`src/rtl/hsb_pkg.sv`:
```
`timescale 1ns/1ps
package hsb_pkg;
  typedef enum logic [1:0] {
    KIND_ADD   = 2'd0,
    KIND_BZ    = 2'd1,
    KIND_LOAD  = 2'd2,
    KIND_STORE = 2'd3
  } kind_e;

  // only add and load produce a register result
  function automatic logic kind_writes_reg(kind_e k);
    return (k == KIND_ADD) || (k == KIND_LOAD);
  endfunction
endpackage

```
`src/rtl/hsb_slots.sv`:
```
`timescale 1ns/1ps
module hsb_slots #(
  parameter int unsigned DEPTH     = 4,
  parameter int unsigned REG_W     = 5,
  parameter int unsigned PAYLOAD_W = 32,
  localparam int unsigned PTR_W    = (DEPTH > 1) ? $clog2(DEPTH) : 1
) (
  input  logic                            clk_i,
  input  logic                            rst_ni,
  input  logic                            push_i,
  input  logic [1:0]                      push_kind_i,
  input  logic [REG_W-1:0]                push_dst_i,
  input  logic [PAYLOAD_W-1:0]            push_payload_i,
  input  logic                            pop_i,
  input  logic                            flush_i,
  output logic [DEPTH-1:0]                valid_o,
  output logic [DEPTH-1:0][1:0]           kind_o,
  output logic [DEPTH-1:0][REG_W-1:0]     dst_o,
  output logic [PTR_W-1:0]                head_idx_o,
  output logic [PAYLOAD_W-1:0]            head_payload_o,
  output logic                            full_o,
  output logic                            empty_o
);
  logic [DEPTH-1:0]                valid_q;
  logic [DEPTH-1:0][1:0]           kind_q;
  logic [DEPTH-1:0][REG_W-1:0]     dst_q;
  logic [DEPTH-1:0][PAYLOAD_W-1:0] pay_q;
  logic [PTR_W-1:0]                wr_ptr_q, rd_ptr_q;

  function automatic logic [PTR_W-1:0] ptr_inc(logic [PTR_W-1:0] p);
    return (p == PTR_W'(DEPTH-1)) ? '0 : p + 1'b1;
  endfunction

  always_ff @(posedge clk_i or negedge rst_ni) begin
    if (!rst_ni) begin
      valid_q  <= '0;
      wr_ptr_q <= '0;
      rd_ptr_q <= '0;
    end else if (flush_i) begin
      valid_q  <= '0;
      wr_ptr_q <= '0;
      rd_ptr_q <= '0;
    end else begin
      if (pop_i) begin
        valid_q[rd_ptr_q] <= 1'b0;
        rd_ptr_q          <= ptr_inc(rd_ptr_q);
      end
      // on a full swap the push slot equals the pop slot; set wins
      if (push_i) begin
        valid_q[wr_ptr_q] <= 1'b1;
        wr_ptr_q          <= ptr_inc(wr_ptr_q);
      end
    end
  end

  always_ff @(posedge clk_i) begin
    if (push_i) begin
      kind_q[wr_ptr_q] <= push_kind_i;
      dst_q[wr_ptr_q]  <= push_dst_i;
      pay_q[wr_ptr_q]  <= push_payload_i;
    end
  end

  assign valid_o        = valid_q;
  assign kind_o         = kind_q;
  assign dst_o          = dst_q;
  assign head_idx_o     = rd_ptr_q;
  assign head_payload_o = pay_q[rd_ptr_q];
  assign full_o         = valid_q[wr_ptr_q];
  assign empty_o        = ~valid_q[rd_ptr_q];
endmodule

```
`src/rtl/hsb_search.sv`:
```
`timescale 1ns/1ps
module hsb_search
  import hsb_pkg::*;
#(
  parameter int unsigned DEPTH = 4,
  parameter int unsigned REG_W = 5
) (
  input  logic [DEPTH-1:0]            live_i,
  input  logic [DEPTH-1:0][1:0]       kind_i,
  input  logic [DEPTH-1:0][REG_W-1:0] dst_i,
  input  logic [REG_W-1:0]            query_i,
  output logic                        hit_o
);
  logic [DEPTH-1:0] slot_hit;

  for (genvar g = 0; g < DEPTH; g++) begin : g_slot
    assign slot_hit[g] = live_i[g] & kind_writes_reg(kind_e'(kind_i[g])) & (dst_i[g] == query_i);
  end

  assign hit_o = |slot_hit;
endmodule

```
`src/rtl/hsb_stall.sv`:
```
`timescale 1ns/1ps
module hsb_stall
  import hsb_pkg::*;
(
  input  logic       inst_valid_i,
  input  logic [1:0] inst_kind_i,
  input  logic       hit_a_i,
  input  logic       hit_b_i,
  output logic       stall_o
);
  always_comb begin
    unique case (kind_e'(inst_kind_i))
      KIND_LOAD: stall_o = hit_b_i;            // address only
      default:   stall_o = hit_a_i | hit_b_i;  // add, bz, store
    endcase
    stall_o = stall_o & inst_valid_i;
  end
endmodule

```
`src/rtl/hazard_sfifo.sv`:
```
`timescale 1ns/1ps
module hazard_sfifo #(
  parameter int unsigned DEPTH     = 4,
  parameter int unsigned REG_W     = 5,
  parameter int unsigned PAYLOAD_W = 32
) (
  input  logic                 clk_i,
  input  logic                 rst_ni,
  input  logic                 enq_valid_i,
  input  logic [1:0]           enq_kind_i,
  input  logic [REG_W-1:0]     enq_dst_i,
  input  logic [PAYLOAD_W-1:0] enq_payload_i,
  input  logic                 deq_i,
  input  logic                 clear_i,
  output logic                 head_valid_o,
  output logic [1:0]           head_kind_o,
  output logic [REG_W-1:0]     head_dst_o,
  output logic [PAYLOAD_W-1:0] head_payload_o,
  output logic                 full_o,
  output logic                 overflow_o,
  input  logic [REG_W-1:0]     search_reg_i,
  output logic                 search_hit_o,
  input  logic                 inst_valid_i,
  input  logic [1:0]           inst_kind_i,
  input  logic [REG_W-1:0]     inst_src_a_i,
  input  logic [REG_W-1:0]     inst_src_b_i,
  output logic                 stall_o
);
  localparam int unsigned PTR_W   = (DEPTH > 1) ? $clog2(DEPTH) : 1;
  localparam int unsigned N_QUERY = 3;

  logic [DEPTH-1:0]            valid;
  logic [DEPTH-1:0][1:0]       kind;
  logic [DEPTH-1:0][REG_W-1:0] dst;
  logic [PTR_W-1:0]            head_idx;
  logic                        full, empty;
  logic                        deq_fire, enq_fire;
  logic [DEPTH-1:0]            pop_mask, live;
  logic [N_QUERY-1:0][REG_W-1:0] query;
  logic [N_QUERY-1:0]          hit;

  // cycle order: first -> deq/clear -> search -> enq
  assign deq_fire   = deq_i & ~empty & ~clear_i;
  assign enq_fire   = enq_valid_i & ~clear_i & (~full | deq_fire);
  assign overflow_o = enq_valid_i & ~clear_i & full & ~deq_fire;

  hsb_slots #(
    .DEPTH(DEPTH), .REG_W(REG_W), .PAYLOAD_W(PAYLOAD_W)
  ) u_slots (
    .clk_i          (clk_i),
    .rst_ni         (rst_ni),
    .push_i         (enq_fire),
    .push_kind_i    (enq_kind_i),
    .push_dst_i     (enq_dst_i),
    .push_payload_i (enq_payload_i),
    .pop_i          (deq_fire),
    .flush_i        (clear_i),
    .valid_o        (valid),
    .kind_o         (kind),
    .dst_o          (dst),
    .head_idx_o     (head_idx),
    .head_payload_o (head_payload_o),
    .full_o         (full),
    .empty_o        (empty)
  );

  always_comb begin
    pop_mask = '0;
    if (deq_fire) pop_mask[head_idx] = 1'b1;
  end

  assign live  = clear_i ? '0 : (valid & ~pop_mask);
  assign query = {inst_src_b_i, inst_src_a_i, search_reg_i};

  for (genvar q = 0; q < N_QUERY; q++) begin : g_query
    hsb_search #(.DEPTH(DEPTH), .REG_W(REG_W)) u_search (
      .live_i  (live),
      .kind_i  (kind),
      .dst_i   (dst),
      .query_i (query[q]),
      .hit_o   (hit[q])
    );
  end

  hsb_stall u_stall (
    .inst_valid_i (inst_valid_i),
    .inst_kind_i  (inst_kind_i),
    .hit_a_i      (hit[1]),
    .hit_b_i      (hit[2]),
    .stall_o      (stall_o)
  );

  assign search_hit_o = hit[0];
  assign head_valid_o = ~empty;
  assign head_kind_o  = kind[head_idx];
  assign head_dst_o   = dst[head_idx];
  assign full_o       = full;
endmodule

```
`config.mk`:
```
export PLATFORM = sky130hd
export DESIGN_NAME = hazard_sfifo
export DESIGN_NICKNAME = d
export VERILOG_FILES = /design/src/rtl/hsb_pkg.sv /design/src/rtl/hsb_slots.sv /design/src/rtl/hsb_search.sv /design/src/rtl/hsb_stall.sv /design/src/rtl/hazard_sfifo.sv
export SDC_FILE = /design/constraint.sdc
export NUM_CORES = 1
export LEC_CHECK = 0
export BUFFER_PORTS_ARGS = -buffer_cell sky130_fd_sc_hd__clkbuf_2
export CAP_MARGIN = 20
export CORE_MARGIN = 4
export CORE_UTILIZATION = 25
export CTS_CLUSTER_SIZE = 10
export DETAILED_ROUTE_END_ITERATION = 10
export HOLD_SLACK_MARGIN = 0.02
export PLACE_DENSITY_LB_ADDON = 0.12
export SLEW_MARGIN = 20
export SYNTH_ARGS = -nofsm -noshare
export SYNTH_HDL_FRONTEND = slang
export SYNTH_HIERARCHICAL = 1
export SYNTH_SLANG_ARGS = --single-unit
```
`constraint.sdc`:
```
create_clock -name clk_i -period 7.6 [get_ports clk_i]
set_input_delay 1.52 -clock clk_i [delete_from_list [all_inputs] [get_ports clk_i]]
set_output_delay 1.52 -clock clk_i [all_outputs]
set_load 0.02 [all_outputs]
```
* Word level (Yosys, flattened, before mapping)
Index checks and enable logic that the tools add are counted.
** Storage, ports and cells
- Register bits after elaboration :: 164
- Input port bits :: 62
- Output and inout bits :: 44
- Logic and storage cells :: 124
** Cells by class
- $add $sub $neg :: 2
- Order comparisons :: 4
- Equal/unequal tests :: 19
- Mux-type cells :: 36
- Bitwise logic cells :: 33
- Reductions and logical operators :: 15
** Operator list (count)
- bitwise mux 128 bit :: 1
- binary-select mux 32 bit (select 2 bit) :: 1
- demux 32 bit (select 2 bit) :: 1
- two-way mux 32 bit :: 2
- equality test 5 bit :: 12
- two-way mux 4 bit :: 6
- bitwise AND 1 bit :: 23
- bitwise mux 20 bit :: 1
- two-way mux 2 bit :: 8
- equality test 2 bit, second input constant :: 7
- OR reduction 4 bit :: 3
- binary-select mux 5 bit (select 2 bit) :: 1
- demux 5 bit (select 2 bit) :: 1
- two-way mux 5 bit :: 2
- bitwise AND 4 bit :: 2
- bitwise mux 8 bit :: 1
- logical NOT 2 bit :: 4
- inverter 4 bit :: 2
- less-than comparator 2 x 3 -> 1 bit, second input constant :: 2
- two-way mux 1 bit :: 5
- adder 2 x 1 -> 2 bit, second input constant :: 2
- binary-select mux 1 bit (select 2 bit) :: 2
- binary-select mux 2 bit (select 2 bit) :: 1
- demux 1 bit (select 2 bit) :: 2
- 8 further kinds :: 17

* Longest topological paths before layout
- Word-level depth :: 14
- Gate-level depth with buffers :: 9
- Depth with buffers taken out :: 8

* Hierarchy
Netlist, hierarchy kept.
** By module, submodules not included
- hsb_slots :: instances 1, cells each 241, area each 6013.3 µm², seq. area each 4884.7 µm²
- hsb_search :: instances 3, cells each 30, area each 245.2 µm², seq. area each 0.0 µm²
- hazard_sfifo :: instances 1, cells each 22, area each 264.0 µm², seq. area each 0.0 µm²
- hsb_stall :: instances 1, cells each 3, area each 21.3 µm², seq. area each 0.0 µm²

* Least setup slack after synthesis
No wires, ideal clock.
- Kind :: input -> output
- From :: input port inst_src_b_i[4]
- To :: output port stall_o
- Arrival :: 2536 ps
- Data required time :: 6080 ps
- Path slack :: 3544 ps
- Stages on the path :: 6
- Buffers on the path :: 0
- Cells stage by stage :: xor2_1 -> nor4_1 -> nand4b_1 -> nand4_1 -> o21ai_0 -> nor2_1
** Between the ends
- Cells in the longest elaborated chain, start to end :: 6
- Elaborated cells between the ends (all ways) :: 12
- Those cells by class :: eq/ne: 4; mux: 1; bitwise: 6; reduce/logical: 1
** RTL lines
- start: declaration :: RTL line hazard_sfifo.sv:26 : input logic [REG_W-1:0] inst_src_b_i,
- equality test 5 bit :: RTL line hsb_search.sv:17 : assign slot_hit[g] = live_i[g] & kind_writes_reg(kind_e'(kind_i[g])) & (dst_i[g] == query_i);
- bitwise AND 1 bit :: RTL line hsb_search.sv:17
- OR reduction 4 bit * :: RTL line hsb_search.sv:20 : assign hit_o = |slot_hit;
- named net hit[2] :: RTL line hazard_sfifo.sv:40 : logic [N_QUERY-1:0] hit;
- OR 1 bit :: RTL line hsb_stall.sv:14 : default: stall_o = hit_a_i | hit_b_i;
- two-way mux 1 bit * :: RTL line hsb_stall.sv:12 : unique case (kind_e'(inst_kind_i))
- bitwise AND 1 bit * :: RTL line hsb_stall.sv:16 : stall_o = stall_o & inst_valid_i;
- end: declaration :: RTL line hazard_sfifo.sv:27 : output logic stall_o
Mark *: on every way through the listed nets, which the timed path passes. The rest lies on a longest branch.

* Worst setup path in the final report
Ends and elaborated chain as after synthesis.

==> results.txt <==
The flow ran to the end, and the final reports show no timing, DRC or antenna violations. Of all cell types, the one taking the most synthesized area is sky130_fd_sc_hd__edfxtp_1. The worst vdd rail ir drop is 0.1506 mV, and the synthesis-to-layout area growth is 21.59%. The number of global-route vias before repair was 4,218. Most prevalent standard cell on the critical path: sky130_fd_sc_hd__clkbuf_2. Number of antenna violations at the first check in global routing: 0.

The number of synthesized flops with an enable pin is 156. Together, buffers and inverters on the worst path number 2. After synthesis the cells add up to 7034 sq um.

The clock insertion delay at the later pin of the skew report is 0.42 ns. Of all nets on the critical path, the largest fanout is 4. After detailed routing, the average wire length per cell comes to 19.65 um.

Grouping stages by cell kind, the critical path spends the most delay in simple AND/OR/NAND/NOR gates. For the overflow left after global routing, the log shows 0. The number of antenna cells inserted was 0; the number of top-level pins was 106. The clock input transition at the sequential cells of the worst setup and hold paths is 0.06 ns, and the normalized max-slew margin is 35.76%. Once the clock tree was built, the setup fixing pass inserted 0 buffers.

From left edge to right edge, the die measures 175.7 um. CTS placed an instance of sky130_fd_sc_hd__clkbuf_16 at the clock tree root. Adding up every negative setup slack in the final design gives 0 ns. The synthesized netlist devotes 1.423% of its cell area to adder and majority cells. For this run, the leading register cell type out of synthesis is sky130_fd_sc_hd__edfxtp_1. Post-CTS repair changed the size of 0 cells. The number of cells traversed by the worst register-to-register path is 6.

The count of hold buffers inserted by post-cts repair came out at 0. The worst hold path passes through 2 cells. Among all stages on the critical path, the largest delay is contributed by sky130_fd_sc_hd__nor4_1.

The net count after synthesis was 426; the async set-or-reset flop fraction in the synthesized netlist was 4.878%. The run gives 3,717 as the total via count after detailed routing. The run gives 11.21% as the overall track demand over capacity in global routing.

The sink count of the clock tree came out at 164. The DRC violation total after the first TritonRoute iteration was 178. Total of warnings raised by yosys: 6.

The final layout contains routed wiring with a total length of 16.98 mm. Summed over all nets, the half-perimeter wirelength after detailed placement is 11.10 mm. Setup violations remaining at the end of the flow were counted as 0. The final-report max-slew violation count was 0.

The tools report the die area as 30,880 sq um. Yosys mapped the design onto 31 distinct sky130hd cell types. During placement, the flow inserted port buffers numbering 105. The tools report the critical path startpoint as inst_src_b_i[4].

For the routability congestion estimate, the log shows 0.8013. By area, the combinational part of the netlist is dominated by multiplexers. TritonCTS created 17 clock buffers. Row count: 61.

TritonCTS built the clock tree. The synthesized netlist devotes 1.939% of its cell area to compound gates. The first global-routing pass estimated 25.67 mm of wire.

The worst setup path is launched from a primary input. The pre-antenna-repair detailed-routing pass consisted of 4 iterations. After detailed routing, the number of vias per cell comes to 4.302. The largest single stage delay on the critical path is 0.48 ns.

By count the netlist is led by 156 x sky130_fd_sc_hd__edfxtp_1, 48 x sky130_fd_sc_hd__xor2_1, 40 x sky130_fd_sc_hd__mux4_2. In this run the critical register-to-register path is launched from u_slots/head_idx_o[0]$_DFFE_PN0P_. The number of nets in the layout was 543. The worst hold path terminates at u_slots/wr_ptr_q[1]$_DFFE_PN0P_. The level count of the clock H-tree was 4; the actual transition at the worst max-transition pin was 0.9635 ns. After Yosys synthesis, XOR and XNOR cells account for 7.471% of the synthesized area. The number of hold-slack violations in the final timing report is 0, and the worst clock skew is 0.01310 ns.

The area share of the leading cell type in the synthesized netlist was 66.60%. The critical path arrival is 3.01 ns, and the share of post-route cells with drive strength above 1 is 40.53%. The residual DRC count is 0. In this run the critical register-to-register path is captured at u_slots/dst_o[14]$_DFFE_PP_.

The tools report the element type at the critical path end as an output pin. The critical path required time was 6.08 ns. Counting the fill cells in the layout gives 2,789.

The minimum setup slack among reg-to-reg paths is 4.45 ns. Counting flops and latches in the post-synthesis netlist gives 164. The starting utilization of the core area is 25.32%, and the die span in y is 175.7 um.

The power per standard cell area was 231.2 nW/um^2. The portion of synthesized area spent on multiplexers is 13.46%. The tools report the worst hold path startpoint as u_slots/wr_ptr_q[1]$_DFFE_PN0P_. The worst hold-check path type was register to register.

The most frequent cell after synthesis is sky130_fd_sc_hd__edfxtp_1. Final period utilization: 59.64%. By area the synthesized netlist is led by sky130_fd_sc_hd__edfxtp_1 67%, sky130_fd_sc_hd__mux4_2 13%, sky130_fd_sc_hd__xor2_1 6.0%, sky130_fd_sc_hd__dfrtp_1 2.8%, sky130_fd_sc_hd__nand4b_1 1.5%. Of the synthesized area, sequential elements account for 69.44%. Dividing the synthesized area by the synthesized cell count gives 19.76 sq um. The signal on the critical path passes through clkbuf_2 -> xor2_1 -> nor4_1 -> nand4b_1 -> nand4_1 -> o21ai_0 -> nor2_1 -> clkbuf_2. The count of nets left with antenna violations once routing finished came out at 0. Setup repair after global routing left no endpoint under its margin. For the peak clock frequency supported by timing, the log shows 220.6 MHz.

Core area: 27,780 sq um. The maximum root-to-sink buffer count was 2. For this design the static power due to leakage is 2.910 nW. The run gives 0 as the reported max-cap violation count.

The tools report the final hold slack as 0.6374 ns. The largest net degree at the start of global routing was 48; the clock period minus final worst setup slack was 4.533 ns. The post-synthesis simple-gate area fraction was 4.305%. The critical path is of the primary input to output pin type. Synthesis handed over a netlist of 356 instances.
[power by group]
part	switching, mW	total [mW]	internal (mW)	leakage [nW]
sequential	0.00844	1.02	1.01	1.52
clock	0.361	0.820	0.459	0.280
combinational	0.0831	0.138	0.0553	1.11
total	0.452	1.98	1.53	2.91
[area by class of cell]
type	count	area (sq um)	area share (%)
sequential	164	4890	57.17
multi-input combinational	170	2017	23.58
timing repair buffer	111	570.5	6.671
tap	378	473.0	5.530
clock buffer	17	425.4	4.974
clock inverter	15	143.9	1.682
inverter	9	33.78	0.3950
[registers in the layout, indices dropped and copies added (netlist names)]
| register | flops |
|---|---|
| u_slots/dst_o | 20 |
| u_slots/wr_ptr_q | 2 |
| u_slots/kind_o | 8 |
| u_slots/head_idx_o | 2 |
| u_slots/pay_q | 128 |
| u_slots/valid_o | 4 |
[metrics by stage]
| stage | area, sq um | setup WS [ns] | power (mW) | instances | util [%] |
|---|---|---|---|---|---|
| 2_1_floorplan | 7034 | 3.544 | 1.115 | 356 | - |
| 3_3_place_gp | 7984 | 3.197 | 1.177 | 832 | 28.74 |
| 3_5_place_dp | 7984 | 3.118 | 1.180 | 832 | 28.74 |
| 4_1_cts | 8553 | 3.115 | 2.006 | 864 | 30.79 |
| 5_1_grt | 8553 | 2.942 | 2.060 | 864 | 30.79 |
| 6_report | 8553 | 3.067 | 1.978 | 864 | 30.79 |
[kinds of logic (layout without fill, tap and decap cells)]
kind of cell             Yosys count  in the layout
XOR/XNOR                          60             60
buffers and inverters             22            152
flip-flops                       164            164
adder cells (fa/ha/maj)            8              8
multiplexers                      43             43
AO/OA/AOI/OAI                     16             16
AND/OR/NAND/NOR                   43             43
[tightest hold or removal path, stage by stage, from the launching register on]
cell and delay, ns:
sky130_fd_sc_hd__dfrtp_1 0.42, sky130_fd_sc_hd__mux2i_1 0.10, sky130_fd_sc_hd__nor2_1 0.08
[cell usage in the layout (no fill, tap or decap), types with 2 or more instances in the layout]
cell type	instances
sky130_fd_sc_hd__a21boi_0	4
sky130_fd_sc_hd__edfxtp_1	156
sky130_fd_sc_hd__and2_2	4
sky130_fd_sc_hd__nor4_1	12
sky130_fd_sc_hd__mux2i_1	2
sky130_fd_sc_hd__clkbuf_2	105
sky130_fd_sc_hd__nand4_1	3
sky130_fd_sc_hd__dfrtp_1	6
sky130_fd_sc_hd__inv_1	9
sky130_fd_sc_hd__xor2_1	48
sky130_fd_sc_hd__clkbuf_16	17
sky130_fd_sc_hd__o311a_2	2
sky130_fd_sc_hd__nor2_1	4
sky130_fd_sc_hd__inv_8	2
sky130_fd_sc_hd__xnor2_1	12
sky130_fd_sc_hd__clkinv_4	3
sky130_fd_sc_hd__nand2b_1	4
sky130_fd_sc_hd__clkinv_2	2
sky130_fd_sc_hd__o311a_1	2
sky130_fd_sc_hd__buf_4	6
sky130_fd_sc_hd__a21oi_1	2
sky130_fd_sc_hd__inv_6	5
sky130_fd_sc_hd__mux4_2	40
sky130_fd_sc_hd__o21ba_2	4
sky130_fd_sc_hd__ha_1	8
sky130_fd_sc_hd__nand4b_1	12
[metal layers]
| layer | GRT usage (%) | up-vias | wire (um) |
|---|---|---|---|
| li1 | - | 1669 | - |
| met1 | 13.98 | 1930 | 7423 |
| met2 | 18.92 | 103 | 8285 |
| met3 | 3.530 | 15 | 1072 |
| met4 | 3.021 | 0 | 195 |
| met5 | 0 | - | 0 |
[worst max path at each step]
stage,endpoint,cells past startpoint
global route,stall_o,8
global placement,stall_o,8
floorplan,stall_o,6
CTS,stall_o,8
detailed placement,stall_o,8
finish,stall_o,8
Note: power is estimated with default switching activity, not from simulation.
